==> src/rtl/tp_pkg.sv <==
package tp_pkg;
  localparam int unsigned WORD_W = 16;

  typedef enum logic [1:0] {
    MODE_DATA = 2'b00,
    MODE_D215 = 2'b01,
    MODE_P11  = 2'b10,
    MODE_P15  = 2'b11
  } tp_mode_e;

  localparam logic [WORD_W-1:0] COMMA_WORD = 16'hBCBC;
  localparam logic [9:0]        D215_GROUP = 10'b1010101010;
  localparam logic [WORD_W-1:0] D215_WORD  = {{(WORD_W-10){1'b0}}, D215_GROUP};
endpackage

==> src/rtl/tp_prbs_gen.sv <==
module tp_prbs_gen #(
  parameter int unsigned WIDTH  = 11,
  parameter int unsigned TAP    = 9,
  parameter int unsigned WORD_W = 16
) (
  input  logic              clk_i,
  input  logic              rst_ni,
  input  logic              adv_i,
  input  logic              restart_i,
  output logic [WORD_W-1:0] word_o
);
  localparam logic [WIDTH-1:0] SEED = '1;

  logic [WIDTH-1:0] state_q, start, next;

  assign start = restart_i ? SEED : state_q;

  always_comb begin
    logic [WIDTH-1:0] st;
    logic             fb;
    st     = start;
    word_o = '0;
    for (int i = 0; i < int'(WORD_W); i++) begin
      fb                   = st[WIDTH-1] ^ st[TAP-1];
      word_o[WORD_W-1-i]   = fb;
      st                   = {st[WIDTH-2:0], fb};
    end
    next = st;
  end

  always_ff @(posedge clk_i or negedge rst_ni) begin
    if (!rst_ni)    state_q <= SEED;
    else if (adv_i) state_q <= next;
  end

  assert_state_nonzero_R9: assert property (@(posedge clk_i) disable iff (!rst_ni)
    state_q != '0);
  assert_hold_idle_R8: assert property (@(posedge clk_i) disable iff (!rst_ni)
    !adv_i |=> $stable(state_q));
  assert_restart_seed_R6: assert property (@(posedge clk_i) disable iff (!rst_ni)
    (adv_i && restart_i) |=> state_q == next_from_seed());

  function automatic logic [WIDTH-1:0] next_from_seed();
    logic [WIDTH-1:0] s;
    s = SEED;
    for (int i = 0; i < int'(WORD_W); i++) s = {s[WIDTH-2:0], s[WIDTH-1] ^ s[TAP-1]};
    return s;
  endfunction
endmodule

==> src/rtl/tp_out_reg.sv <==
module tp_out_reg #(
  parameter int unsigned WORD_W = 16
) (
  input  logic              clk_i,
  input  logic              rst_ni,
  input  logic              ld_i,
  input  logic [WORD_W-1:0] word_d_i,
  input  logic              raw10_d_i,
  input  logic              ctrl_d_i,
  output logic [WORD_W-1:0] word_o,
  output logic              valid_o,
  output logic              raw10_o,
  output logic              ctrl_o
);
  always_ff @(posedge clk_i or negedge rst_ni) begin
    if (!rst_ni) begin
      word_o  <= '0;
      valid_o <= 1'b0;
      raw10_o <= 1'b0;
      ctrl_o  <= 1'b0;
    end else begin
      valid_o <= ld_i;
      if (ld_i) begin
        word_o  <= word_d_i;
        raw10_o <= raw10_d_i;
        ctrl_o  <= ctrl_d_i;
      end
    end
  end

  assert_idle_hold_R8: assert property (@(posedge clk_i) disable iff (!rst_ni)
    !ld_i |=> !valid_o && $stable(word_o) && $stable(raw10_o) && $stable(ctrl_o));
  assert_flags_exclusive_R7: assert property (@(posedge clk_i) disable iff (!rst_ni)
    !(raw10_o && ctrl_o));
endmodule

==> src/rtl/tp_source.sv <==
module tp_source
  import tp_pkg::*;
(
  input  logic              clk_i,
  input  logic              rst_ni,
  input  logic [WORD_W-1:0] adc_data_i,
  input  logic              valid_i,
  input  logic [1:0]        pat_sel_i,
  input  logic              sync_req_i,
  output logic [WORD_W-1:0] word_o,
  output logic              valid_o,
  output logic              raw10_o,
  output logic              ctrl_o
);
  tp_mode_e          mode, sel_q;
  logic              take, restart;
  logic [WORD_W-1:0] p11_word, p15_word, word_d;
  logic              raw10_d, ctrl_d;

  assign mode    = tp_mode_e'(pat_sel_i);
  assign take    = valid_i && !sync_req_i;
  assign restart = (mode != sel_q);

  // remembered select only tracks non-sync words
  always_ff @(posedge clk_i or negedge rst_ni) begin
    if (!rst_ni)   sel_q <= MODE_DATA;
    else if (take) sel_q <= mode;
  end

  tp_prbs_gen #(.WIDTH(11), .TAP(9), .WORD_W(WORD_W)) u_p11 (
    .clk_i     (clk_i),
    .rst_ni    (rst_ni),
    .adv_i     (take && mode == MODE_P11),
    .restart_i (restart),
    .word_o    (p11_word)
  );

  tp_prbs_gen #(.WIDTH(15), .TAP(14), .WORD_W(WORD_W)) u_p15 (
    .clk_i     (clk_i),
    .rst_ni    (rst_ni),
    .adv_i     (take && mode == MODE_P15),
    .restart_i (restart),
    .word_o    (p15_word)
  );

  always_comb begin
    raw10_d = 1'b0;
    ctrl_d  = 1'b0;
    if (sync_req_i) begin
      word_d = COMMA_WORD;
      ctrl_d = 1'b1;
    end else begin
      unique case (mode)
        MODE_DATA: word_d = adc_data_i;
        MODE_D215: begin word_d = D215_WORD; raw10_d = 1'b1; end
        MODE_P11:  word_d = p11_word;
        default:   word_d = p15_word;
      endcase
    end
  end

  tp_out_reg #(.WORD_W(WORD_W)) u_out (
    .clk_i     (clk_i),
    .rst_ni    (rst_ni),
    .ld_i      (valid_i),
    .word_d_i  (word_d),
    .raw10_d_i (raw10_d),
    .ctrl_d_i  (ctrl_d),
    .word_o    (word_o),
    .valid_o   (valid_o),
    .raw10_o   (raw10_o),
    .ctrl_o    (ctrl_o)
  );

  assert_sync_comma_R7: assert property (@(posedge clk_i) disable iff (!rst_ni)
    (valid_i && sync_req_i) |=> ctrl_o && !raw10_o && word_o == COMMA_WORD);
  assert_data_pass_R2: assert property (@(posedge clk_i) disable iff (!rst_ni)
    (take && mode == MODE_DATA) |=> word_o == $past(adc_data_i) && !ctrl_o && !raw10_o);
  assert_d215_word_R3: assert property (@(posedge clk_i) disable iff (!rst_ni)
    (take && mode == MODE_D215) |=> raw10_o && word_o[9:0] == D215_GROUP);
  assert_valid_follow_R8: assert property (@(posedge clk_i) disable iff (!rst_ni)
    valid_i |=> valid_o);
endmodule

==> config.mk <==
export PLATFORM = sky130hd
export DESIGN_NAME = tp_source
export DESIGN_NICKNAME = d
export VERILOG_FILES = /design/src/rtl/tp_pkg.sv /design/src/rtl/tp_prbs_gen.sv /design/src/rtl/tp_out_reg.sv /design/src/rtl/tp_source.sv
export SDC_FILE = /design/constraint.sdc
export NUM_CORES = 1
export LEC_CHECK = 0
export ABC_CLOCK_PERIOD_IN_PS = 2000
export BUFFER_PORTS_ARGS = -buffer_cell sky130_fd_sc_hd__buf_2
export CAP_MARGIN = 10
export CELL_PAD_IN_SITES_DETAIL_PLACEMENT = 0
export CELL_PAD_IN_SITES_GLOBAL_PLACEMENT = 1
export CORE_UTILIZATION = 47
export CTS_CLUSTER_DIAMETER = 30
export CTS_CLUSTER_SIZE = 14
export DETAILED_ROUTE_END_ITERATION = 10
export PLACE_DENSITY_LB_ADDON = 0.1
export SYNTH_ARGS = -nofsm -noshare
export SYNTH_HDL_FRONTEND = slang
export SYNTH_SLANG_ARGS = --single-unit
==> constraint.sdc <==
create_clock -name clk_i -period 2 [get_ports clk_i]
set_input_delay 0.4 -clock clk_i [delete_from_list [all_inputs] [get_ports clk_i]]
set_output_delay 0.4 -clock clk_i [all_outputs]
set_load 0.005 [all_outputs]
# Word-level counts from Yosys, hierarchy flattened
# Cells that the tools add are included.
word_totals:
  regBits: 47
  wordCells: 55
op_classes:
  n_eq_ne: 4
  muxes: 7
  bitwise: 32
  n_reduce_logical: 5
ops:
  columns: ["operator", "n"]
  rows:
  - ["$pmux 16 s3", 1]
  - ["$xor 1x1->1", 32]
  - ["$mux 16", 1]
  - ["$mux 15", 1]
  - ["$mux 11", 1]
  - ["$eq 2x2->1 const B", 2]
  - ["$logic_and 1x1->1", 3]
  - ["$mux 1", 3]
  - ["$eq 2x1->1 const B", 1]
  - ["$logic_not 2->1", 1]
  - ["$ne 2x2->1", 1]
  - ["$logic_not 1->1", 1]

# Logic depth before layout (Yosys ltp)
depth:
  word_depth: 6
  ltp_mapped: 5
  ltp_nobuf: 3

# By module
# From an unflattened synthesis, not the netlist that was laid out.
hier_totals:
  hier_cells: 268
  hier_area_um2: 2886.5
by_module_without_submodules:
  columns: ["mod", "n_inst", "cells_each", "area_per_inst_um2", "seq_area_each_um2"]
  rows:
  - ["tp_prbs_gen at u_p15", 1, 84, 839.6, 394.1]
  - ["tp_out_reg", 1, 39, 747.0, 475.5]
  - ["tp_prbs_gen at u_p11", 1, 74, 711.9, 289.0]
  - ["tp_source", 1, 71, 588.1, 50.0]

# Worst setup path before layout
# OpenSTA, ideal clock, no wires.
synth_path:
  kind: "register to register"
  from: "register u_p11.state_q[1]"
  to: "register u_out.word_o[6]"
  setup_time_ns: 0.140
  arrival_time_ns: 1.154
  required_ns: 1.860
  setup_slack_ns: 0.706
  stages_incl_launch_ff: 4
  n_path_buf: 0
  synth_period_minus_slack_ns: 1.294
  cell_sequence: "dfstp_2 > xor3_1 > nor3_1 > o32ai_1"
synth_between:
  elab_chain_len: 4
synth_rtl:
  columns: ["item", "line", "rtl"]
  rows:
  - ["from (decl)", "tp_prbs_gen.sv:14", "logic [WIDTH-1:0] state_q, start, next;"]
  - ["from (signal assigned)", "tp_prbs_gen.sv:33", "else if (adv_i) state_q <= next;"]
  - ["$mux 11", "tp_prbs_gen.sv:16", "assign start = restart_i ? SEED : state_q;"]
  - ["$xor 1x1->1", "tp_prbs_gen.sv:24", "fb = st[WIDTH-1] ^ st[TAP-1];"]
  - ["$pmux 16 s3", "tp_source.sv:53", "unique case (mode)"]
  - ["$mux 16", "tp_source.sv:49", "if (sync_req_i) begin"]
  - ["to (signal assigned)", "tp_out_reg.sv:24", "word_o <= word_d_i;"]
  - ["to (decl)", "tp_out_reg.sv:10", "output logic [WORD_W-1:0] word_o,"]
# No other way between the ends.
# A chain may end at the register's enable or synchronous reset.

# Worst setup path in the final report
layout_path:
  from: "register sel_q[1]"
  to: "register u_out.word_o[0]"
layout_between:
  elab_chain_len: 6
  elab_cells_between_ends: 11
  classes_between: "eq/ne (1); mux (4); bitwise (6)"
layout_rtl:
  columns: ["item", "line", "rtl"]
  rows:
  - ["from (decl)", "tp_source.sv:15", "tp_mode_e mode, sel_q;"]
  - ["from (signal assigned)", "tp_source.sv:27", "else if (take) sel_q <= mode;"]
  - ["$ne 2x2->1 *", "tp_source.sv:22", "assign restart = (mode != sel_q);"]
  - ["$mux 15 or $mux 11 (tied branches)", "tp_prbs_gen.sv:16", null]
  - ["$xor 1x1->1 (2 in a row)", "tp_prbs_gen.sv:24", null]
  - ["$pmux 16 s3 *", "tp_source.sv:53", null]
  - ["$mux 16 *", "tp_source.sv:49", null]
# Mark *: on every way between the ends. The rest lies on a longest branch, timed or not.

==> metrics.md <==
| Metric | Value |
|---|---|
| Synth unique cells | `45` |
| Met3 Use GR | `0.0491` |
| Hold_buf cts | `0` |
| Post-place instance area | `about 2800 sq um` |
| Fraction of the mapped netlist area in compound gates | `0.185` |
| Psw | `about 650 uW` |
| Vias per cell | `5.43` |
| Met2 Track Usage GR | `0.338` |
| Number of cell rows | `26` |
| Post-route cell area | `2900 sq um` |
| Clock power frac | `0.284` |
| Most common library cells after synthesis | `nand2_1 (41), dfstp_2 (26), xor2_1 (25)` |
| Die X-Extent | `76.0 um` |
| Worst Path Required | `2.20 ns` |
| Slew Limit Fails | `0` |
| Outcome | `completed` |
| Startpoint Class | `flip-flop` |
| Synth top area cells | `dfstp_2 (27%), dfrtp_1 (20%), xor2_1 (8.5%)` |
| Top Usage Layer GRT | `met1` |
| Worst hold path type | `input pin to async pin` |
| Multiplexer share of the synthesized area | `0.00875` |
| FF-to-FF setup slack | `roughly 0.51 ns` |
| Worst Path Max Fanout | `9` |
| Total CTS buffers | `5` |
| Total Neg Setup Slack | `0 ns` |
| Initial antenna violation count | `0` |
| Endpoints failing hold | `0` |
| Grt ovf | `0` |
| Starting DRC count in detailed routing | `127` |
| IO Pins | `just over 40` |
| CTS tree | `done` |
| Period utilization | `0.744` |
| Top_reg_cell synth | `dfstp_2` |
| Post-route minimum period | `1.49 ns` |
| Post-CTS Setup Bufs | `0` |
| Die ar. | `about 5800 sq um` |
| Post-synthesis sequential area ratio | `0.469` |
| Top-area cell type share of the netlist area | `0.265` |
| Top-count cell post-synth | `nand2_1` |
| H-tree depth | `2` |
| Clk sinks | `47` |
| Fin cells | `364` |
| Area leader, netlist | `dfstp_2` |
| Synth warn | `0` |
| Kind of critical path | `flip-flop to flip-flop` |
| Post-synth EDFFs | `0` |
| P_leak | `0.00129 uW` |
| Crit path DAT | `around 1.7 ns` |
| Maximum buffer depth of the clock tree | `2` |
| Clock slew at reported path FFs | `approximately 0.090 ns` |
| Worst-case clock skew | `slightly below 0.005 ns` |
| Avg WL per Cell | `roughly 17 um` |
| RSZ-0062 raised after global routing | `no` |
| Grt met1 use | `0.355` |
| Fin nets | `approximately 320` |
| Pint | `about 1600 uW` |
| Tot Pwr | `~2200 uW` |
| Remaining antenna violation count | `0` |
| Area Growth Syn to Fin | `12.6%` |
| FFs w/ async S/R, synth | `1.00` |
| Tot GR Track Use | `0.235` |
| Mapped cell area | `2570 sq um` |
| Port buffer count | `40` |
| Post_cts resized | `0` |
| Final Setup Violations | `0` |
| Simple-gate share of the synthesized area | `0.152` |
| Reg2reg start | `sel_q[1]` |
| Worst setup path start | `sel_q[1]` |
| Sw Ratio | `0.293` |
| Initial Utilization | `0.495` |
| Largest net degree at the start of global routing | `29` |
| Average size of a mapped cell | `9.90 sq um` |
| Pwr/cell area | `between 700 and 800 nW/um^2` |
| DPL Wire Length | `~4400 um` |
| Core area | `approximately 5200 sq um` |
| Seq pwr share | `0.521` |
| Worst-Skew Late Latency | `0.30 ns` |
| Maximum clock rate | `around 0.67 GHz` |
| First-pass GRT wire length | `~10,000 um` |
| Vias | `1,978` |
| Synth Area in XOR/XNOR | `0.126` |
| Root Buffer | `clkbuf_8` |
| Number of remaining DRC errors | `0` |
| Placed cell count | `356` |
| Maximum VDD drop | `between 300 and 400 uV` |
| Yosys reg bits | `47` |
| Max_cap viols | `0` |
| Total Routed Length | `around 6100 um` |
| Worst-Margin Slew | `0.581 ns` |
| Logic pwr share | `0.195` |
| Die height | `between 70 and 80 um` |
| DR pass1 iterations | `4` |
| Final core occ | `0.557` |
| Post-Synthesis Cells | `260` |
| Number of global-route vias before repair | `1,917` |
| Main combinational cell family by area after synthesis | `compound AO/OA/AOI/OAI gates` |
| Synth Net Count | `~280` |
| Ant diodes | `0` |
| Adder-Cell Fraction of Synth Area | `0` |
| Slew HR | `0.613` |
| Share of cells above drive strength 1 | `0.306` |
| Placer Congestion | `0.784` |
| Crit. End Element | `flip-flop` |
[worst paths after layout]
path                       depth (start not counted)                to
min                                                1   u_out.word_o[3]
max                                                3   u_out.word_o[0]
min reg2reg                                        2  u_p15.state_q[5]
max reg2reg                                        3   u_out.word_o[0]
min in group clk_i                                 1     u_out.valid_o
max in group asynchronous                          2  u_p11.state_q[8]
[cell type report]
| class | instances | area, sq um |
|---|---|---|
| Multi-Input combinational cell | 186 | 1210 |
| Tap cell | 70 | 87.6 |
| Inverter | 6 | 22.5 |
| Fill cell | 489 | 2310 |
| Clock buffer | 8 | 100 |
| Sequential cell | 47 | 1210 |
| Timing Repair Buffer | 47 | 265 |
[power by group through the flow]
stage,clock [uW],sequential [uW],combinational (uW)
6_report,633,1160,434
5_1_grt,699,1180,491
4_1_cts,650,1160,437
3_5_place_dp,0,1180,434
3_3_place_gp,0,1180,433
2_1_floorplan,0,1140,310
[kinds of logic after synthesis]
group | count (synthesis)
and+or+nand+nor | 82
AOI/OAI and AO/OA | 70
DFF | 47
xor gates and xnor gates | 32
buffers and inverters | 27
muxes | 2
[flip-flops by register name, summed over array words and instances (netlist names)]
signal	count
u_out.raw10_o	1
u_out.ctrl_o	1
u_out.word_o	16
u_p15.state_q	15
sel_q	2
u_p11.state_q	11
u_out.valid_o	1
[stage by stage]
step | setup WS (ns) | hold slack [ns]
after floorplan | 0.706 | 0.104
after global placement | 0.402 | 0.430
after detailed placement | 0.366 | 0.429
after CTS | 0.489 | 0.0936
after global routing | 0.351 | 0.121
final | 0.512 | 0.0926
[placed cells by master, fill, tap and decap left out, drive strengths merged, types with 3 or more instances in the layout]
cell type	n
xor2	25
xnor2	4
xor3	3
a21oi	13
nand3	8
dfrtp	21
clkbuf	8
o31ai	6
inv	6
buf	47
nand2	41
nor2	18
a221oi	7
a31oi	3
dfstp	26
o21ai	22
o32ai	5
nand2b	5
[critical path, stage by stage (launching register included)]
cell and delay [ns]:
dfrtp_1 0.50, nor2b_2 0.41, a21oi_1 0.18, o41ai_2 0.30
[routing by layer]
| layer | vias to the layer above | wire length (um) |
|---|---|---|
| met1 | 941 | 3040 |
| met3 | 5 | 310 |
| met2 | 63 | 2670 |
| li1 | 969 | - |
| met4 | 0 | 54 |
| met5 | - | 0 |
No activity file was read; power rests on OpenSTA's default activity.
